<file path="config.mk">
export PLATFORM = sky130hd
export DESIGN_NAME = snapcnt_top
export DESIGN_NICKNAME = d
export VERILOG_FILES = /design/src/rtl/snapcnt_pkg.sv /design/src/rtl/snapcnt_counter.sv /design/src/rtl/snapcnt_capture.sv /design/src/rtl/snapcnt_regs.sv /design/src/rtl/snapcnt_top.sv
export SDC_FILE = /design/constraint.sdc
export NUM_CORES = 1
export LEC_CHECK = 0
export ABC_AREA = 1
export BUFFER_PORTS_ARGS = -buffer_cell sky130_fd_sc_hd__buf_2
export CAP_MARGIN = 20
export CORE_MARGIN = 8
export CORE_UTILIZATION = 58
export DETAILED_ROUTE_END_ITERATION = 16
export GPL_ROUTABILITY_DRIVEN = 0
export GPL_TIMING_DRIVEN = 0
export PLACE_DENSITY = 0.79
export SLEW_MARGIN = 5
export SYNTH_ARGS = -nofsm -noshare
export SYNTH_HDL_FRONTEND = slang
export SYNTH_SLANG_ARGS = --single-unit
</file>
<file path="constraint.sdc">
create_clock -name clk -period 1.7 [get_ports clk]
set_input_delay 0.085 -clock clk [delete_from_list [all_inputs] [get_ports clk]]
set_output_delay 0.085 -clock clk [all_outputs]
set_load 0.02 [all_outputs]
</file>
<file path="src/rtl/snapcnt_pkg.sv">
package snapcnt_pkg;
    localparam int ADDR_W  = 8;
    localparam int DATA_W  = 32;
    localparam int CNT_W   = 64;
    localparam int REQ_BIT = 1;

    localparam logic [ADDR_W-1:0] OFF_CTRL = 8'hA0;
    localparam logic [ADDR_W-1:0] OFF_LOW  = 8'hA4;
    localparam logic [ADDR_W-1:0] OFF_HIGH = 8'hA8;
endpackage

</file>
<file path="src/rtl/snapcnt_counter.sv">
module snapcnt_counter #(
    parameter int             W    = 64,
    parameter logic [W-1:0]   INIT = '0
) (
    input  logic         clk,
    input  logic         rst_n,
    input  logic         tick_i,
    output logic [W-1:0] count_o
);
    typedef struct packed {
        logic [W-1:0] cnt;
    } cnt_state_t;

    cnt_state_t st_d, st_q;

    always_comb begin
        st_d = st_q;
        if (tick_i) begin
            st_d.cnt = st_q.cnt + W'(1);
        end
    end

    always_ff @(posedge clk) begin
        if (!rst_n) begin
            st_q.cnt <= INIT;
        end else begin
            st_q <= st_d;
        end
    end

    assign count_o = st_q.cnt;
endmodule

</file>
<file path="src/rtl/snapcnt_capture.sv">
module snapcnt_capture #(
    parameter int W     = 64,
    parameter int DELAY = 2
) (
    input  logic         clk,
    input  logic         rst_n,
    input  logic         req_i,
    input  logic [W-1:0] count_i,
    output logic         busy_o,
    output logic [W-1:0] shadow_o
);
    localparam int                 WT_W    = (DELAY > 1) ? $clog2(DELAY) : 1;
    localparam logic [WT_W-1:0]    WT_LAST = WT_W'(DELAY - 1);

    typedef struct packed {
        logic            busy;
        logic [WT_W-1:0] wait_cnt;
        logic [W-1:0]    shadow;
    } cap_state_t;

    cap_state_t st_d, st_q;

    always_comb begin
        st_d = st_q;
        if (st_q.busy) begin
            if (st_q.wait_cnt == WT_LAST) begin
                st_d.shadow   = count_i;
                st_d.busy     = 1'b0;
                st_d.wait_cnt = '0;
            end else begin
                st_d.wait_cnt = st_q.wait_cnt + WT_W'(1);
            end
        end else if (req_i) begin
            st_d.busy     = 1'b1;
            st_d.wait_cnt = '0;
        end
    end

    always_ff @(posedge clk) begin
        if (!rst_n) begin
            st_q.busy     <= 1'b0;
            st_q.wait_cnt <= '0;
            st_q.shadow   <= '0;
        end else begin
            st_q <= st_d;
        end
    end

    assign busy_o   = st_q.busy;
    assign shadow_o = st_q.shadow;
endmodule

</file>
<file path="src/rtl/snapcnt_regs.sv">
module snapcnt_regs
    import snapcnt_pkg::*;
(
    input  logic [ADDR_W-1:0] addr_i,
    input  logic              wr_i,
    input  logic [DATA_W-1:0] wdata_i,
    input  logic              busy_i,
    input  logic [CNT_W-1:0]  shadow_i,
    output logic              req_o,
    output logic [DATA_W-1:0] rdata_o
);
    always_comb begin
        req_o = wr_i && (addr_i == OFF_CTRL) && wdata_i[REQ_BIT];
    end

    always_comb begin
        rdata_o = '0;
        unique case (addr_i)
            OFF_CTRL: rdata_o[REQ_BIT] = busy_i;
            OFF_LOW:  rdata_o = shadow_i[DATA_W-1:0];
            OFF_HIGH: rdata_o = shadow_i[CNT_W-1:DATA_W];
            default:  rdata_o = '0;
        endcase
    end
endmodule

</file>
<file path="src/rtl/snapcnt_top.sv">
module snapcnt_top
    import snapcnt_pkg::*;
#(
    parameter logic [63:0] INIT_COUNT  = 64'd0,
    parameter int          LATCH_DELAY = 2
) (
    input  logic              clk,
    input  logic              rst_n,
    input  logic              tick_i,
    input  logic [ADDR_W-1:0] bus_addr_i,
    input  logic              bus_wr_i,
    input  logic [DATA_W-1:0] bus_wdata_i,
    output logic [DATA_W-1:0] bus_rdata_o
);
    logic [CNT_W-1:0] live_cnt;
    logic [CNT_W-1:0] shadow_val;
    logic             latch_busy;
    logic             snap_req;

    snapcnt_counter #(
        .W    (CNT_W),
        .INIT (INIT_COUNT)
    ) u_counter (
        .clk     (clk),
        .rst_n   (rst_n),
        .tick_i  (tick_i),
        .count_o (live_cnt)
    );

    snapcnt_capture #(
        .W     (CNT_W),
        .DELAY (LATCH_DELAY)
    ) u_capture (
        .clk      (clk),
        .rst_n    (rst_n),
        .req_i    (snap_req),
        .count_i  (live_cnt),
        .busy_o   (latch_busy),
        .shadow_o (shadow_val)
    );

    snapcnt_regs u_regs (
        .addr_i   (bus_addr_i),
        .wr_i     (bus_wr_i),
        .wdata_i  (bus_wdata_i),
        .busy_i   (latch_busy),
        .shadow_i (shadow_val),
        .req_o    (snap_req),
        .rdata_o  (bus_rdata_o)
    );
endmodule

</file>
# Word-level counts from Yosys, hierarchy flattened
# Index checks and enable logic that the tools add are counted.
# word_totals
ff_bits	130
# op_classes
add_sub_neg	2
n_eq_ne	3
muxes	7
reduce_logical	4
# ops
operator	n
$add 64x1->64 const B	1
$pmux 30 s2	1
$eq 8x8->1 const B	3
$mux 2	2
$pmux 1 s3	1
$logic_and 1x1->1	2
$mux 1	2
$pmux 1 s2	1
$reduce_and 2->1	1
$reduce_bool 2->1	1
$add 1x1->1 const B	1

# Logic depth before layout (Yosys ltp)
# depth
word_depth	5
depth_mapped	10

# Cells and area by module
# Synthesis repeated with hierarchy kept, for this count alone.
# unflattened
cells_unflattened	1225
area_unflattened_um2	7836.3
# by_module_without_submodules
mod	instances	cells_per_inst	area_per_inst_um2	seq_area_each_um2
snapcnt_counter	1	619	3839.9	1281.2
snapcnt_capture	1	477	3155.5	1321.3
snapcnt_regs	1	129	840.8	0.0

# Worst setup path after synthesis
# OpenSTA, ideal clock, no wires.
# synth_path
path_kind	register to register
from	reg u_counter.st_q (netlist bit u_counter.count_o[0])
to	reg u_counter.st_q (netlist bit u_counter.count_o[56])
setup_time_ns	0.115
t_arrival_ns	1.386
t_required_ns	1.585
slack_ns	0.199
path_stages_with_launch	11
path_buffers	0
period_less_slack_ns	1.501
cell_sequence	dfxtp_1 > ha_1 > nand2_2 > nor2_4 > nand2_4 > nor2_4 > nand2_2 > nor2_4 > nand3_1 > nand2_1 > nor2_1
# synth_via
elab_chain_cells	1
# synth_lines
item	line_no	text
start, declared	snapcnt_counter.sv:14	cnt_state_t st_d, st_q;
start signal, assigned	snapcnt_counter.sv:27	st_q <= st_d;
$add 64x1->64	snapcnt_counter.sv:19	st_d.cnt = st_q.cnt + W'(1);
# Every way passes these cells.
# A chain may end at the register's enable or synchronous reset.

# Worst setup path after layout
# Ends and elaborated chain as after synthesis.

==> out/metrics.cfg <==
[routing]
drtIter0Drc=744
wl_per_cell_um=18.0
vias_per_cell=5.78
drtPass1Iterations=6
drc_errors=0
drtAntennaViolNets=0
vias=6677
wl_um=20800

[pwr]
p_int_w=0.00521
pwr-share-clk=0.524
leakage_nw=2.98
p_seq_frac=0.449
powerDensity_nw_per_um2=892
combPwrFrac=0.027
switchingPower_w=0.00160
swShare=0.235
ir_drop_mv=0.665

[finish]
utilization=0.711
antenna_cells=0
final_cell_mix=184 x nor2_1, 177 x nand2_1, 107 x dfxtp_1
drive_above_1_share=0.173
final_cell_area_sq_um=7640
area_growth_syn_to_layout_pct=20.2
final_common_cell=nor2_1
num-fill-cells=889
num-nets-final=1047

[cts]
clkSinkCount=130
clk_latency_ns=0.53
clk_pin_slew_ns=0.07
numCtsBuffers=17
clk_path_buf_depth=2
cts_root_buf=clkbuf_8
cts_tree=yes
ctsHtreeMaxLevel=4

[floorplan]
core.rowCount=38
io_pins=76
die_w_um=121
die-area_sq_um=14600
die_h_um=121
coreArea_sq_um=10700
initial_core_util=0.591

[sta]
setup_tns_ns=0
period_share=0.958
slew_violations=0
layout_setup_ws_ns=0.0712
fmax_ghz=0.614
worst_slew_pin_slew_ns=0.739
finalSetupViolCount=0
fin_crit_ns=1.63
hold_violations=0
whs_ns=0.0610
skew_ns=0.0118
maxSlewHeadroom=0.507

[global_routing]
grt_max_degree=17
grt_pass1_vias=6019
grt_pass1_wl_um=32000
overflow=0
grt_usage=0.282
antenna_found_initial=0

[logic_synthesis]
synth_cell_types=33
ys.warnings.count=0
synthCells=925
synthSimpleGateAreaFrac=0.331
synth-seq-cells=130
synth_xor_area_frac=0.00827
syn_nets=970
muxShareOfSynthArea=0
avgSynthCellArea_sq_um=6.87
synthesis.area_sq_um=6350
synth_adder_area_share=0.00197
ys_seq_area_frac=0.410
synth_top_family_by_area=simple AND/OR/NAND/NOR gates
synth-compound-area-share=0.177

[placement]
preCtsSetupSlack_ns=-0.222
dp_hpwl_um=15200
io_buffers=44
place_area_sq_um=6750

[setup_path]
cpMaxStageDelayCell=dfxtp_4
worstPathRequired_ns=2.12
cp_cell_sequence=ha_4 > nand2_2 > nor2_4 > nand2_4 > nor2_4 > nand2_4 > nor2_4 > nand3_1 > nand2_1 > nor2_1
crit_path_end_kind=register
crit_top_cell=nor2_4
critPathMaxFanout=6
arrival_ns=2.04
start_kind=register
critPathKind=register to register
max_stage_delay_ns=0.37

[min_path]
hp-class=primary input to register

[flow_run]
cap_viol_max_count=0

[status]
outcome=finished, final reports clean

-- worst paths after layout --
check	start	endpoint	slack (ns)	cells after the start
setup / recovery	u_counter.count_o[0]	u_counter.count_o[56]	0.07	10
setup reg to reg	u_counter.count_o[0]	u_counter.count_o[56]	0.07	10
hold / removal	rst_n	u_capture.busy_o	0.06	3
hold reg to reg	u_counter.count_o[8]	u_counter.count_o[8]	0.49	1
-- synth_stat cells --
| cell | instances | share of area |
|---|---|---|
| nor3_1 | 6 | 0.0047 |
| a211oi_1 | 1 | 0.0012 |
| or2_2 | 1 | 0.00099 |
| nand2_4 | 4 | 0.0071 |
| nor4_1 | 2 | 0.0020 |
| nand2_2 | 5 | 0.0049 |
| nor2_2 | 11 | 0.011 |
| nor2_4 | 7 | 0.012 |
| xor2_1 | 6 | 0.0083 |
| nor3_2 | 1 | 0.0016 |
| a32o_1 | 31 | 0.049 |
| a21oi_1 | 65 | 0.051 |
| o21a_1 | 2 | 0.0024 |
| buf_2 | 6 | 0.0047 |
| inv_2 | 4 | 0.0024 |
| dfxtp_1 | 130 | 0.41 |
| nand2_1 | 178 | 0.11 |
| o21bai_1 | 2 | 0.0024 |
| nand3_1 | 35 | 0.028 |
| o21ai_0 | 85 | 0.067 |
| nor2_8 | 4 | 0.013 |
| ha_1 | 1 | 0.0020 |
| clkbuf_1 | 27 | 0.016 |
| inv_1 | 81 | 0.048 |
| nand3b_1 | 2 | 0.0024 |
| nand3_2 | 1 | 0.0016 |
| buf_1 | 2 | 0.0012 |
| nand4_1 | 8 | 0.0079 |
| nor2_1 | 206 | 0.12 |
| nor3b_1 | 1 | 0.0012 |
| o21ai_1 | 5 | 0.0039 |
| nand3_4 | 1 | 0.0028 |
| and3_1 | 4 | 0.0039 |
-- power by group through the flow --
stage	logic, W	clock network (W)	registers, W
after global placement	0.000156	0	0.00313
after floorplan	0.0000978	0	0.00312
after global routing	0.000203	0.00371	0.00306
after CTS	0.000176	0.00356	0.00306
final	0.000187	0.00357	0.00306
after detailed placement	0.000160	0	0.00313
-- layout make-up --
class                      instances  area (sq um)  share of cell area
buffer                            35           139              0.0182
clock buffer                      18           418              0.0547
clock inverter                    14           155              0.0203
inverter                          85           319              0.0418
multi-input combinational        675          3450               0.452
sequential                       130          2640               0.345
tap                              140           175              0.0229
timing repair buffer              58           342              0.0447
-- registers in the layout, indices dropped and copies added (netlist names) --
signal and flops:
u_capture.busy_o 1, u_capture.st_q 1, u_counter.count_o 64, u_capture.shadow_o 64
-- per-stage QoR --
stage | total power (W) | instances
after global routing | 0.00697 | 1155
after CTS | 0.00680 | 1150
after floorplan | 0.00322 | 925
final | 0.00681 | 1155
after global placement | 0.00328 | 1109
after detailed placement | 0.00329 | 1109
-- repair_timing --
action,in CTS,in global routing
endpoints found under the setup margin,26,39
resized for setup,17,51
endpoints found under the hold margin,4,0
buffers inserted,4,5
hold buffers,5,0
pin swaps,4,9
-- layer usage --
metal | share of wire | up-vias | global-route usage
met5 | 0 | - | 0
met4 | 0.045 | 0 | 0.144
met3 | 0.11 | 76 | 0.0704
met2 | 0.45 | 402 | 0.447
met1 | 0.39 | 3014 | 0.349
li1 | - | 3185 | -
-- logic make-up (layout without fill, tap and decap cells) --
group | after synthesis | after routing
DFF | 130 | 130
xor gates and xnor gates | 6 | 6
adders and majority gates | 1 | 1
AOI/OAI and AO/OA | 191 | 191
and+or+nand+nor | 477 | 477
buffers and inverters | 120 | 210
-- critical path: cells and delay by family (launching register included) --
kind,cells,cell delay (ns)
adder cells (fa/ha/maj),1,0.14
flip-flops,1,0.37
AND/OR/NAND/NOR,9,0.99
No activity file was read; power rests on OpenSTA's default activity.
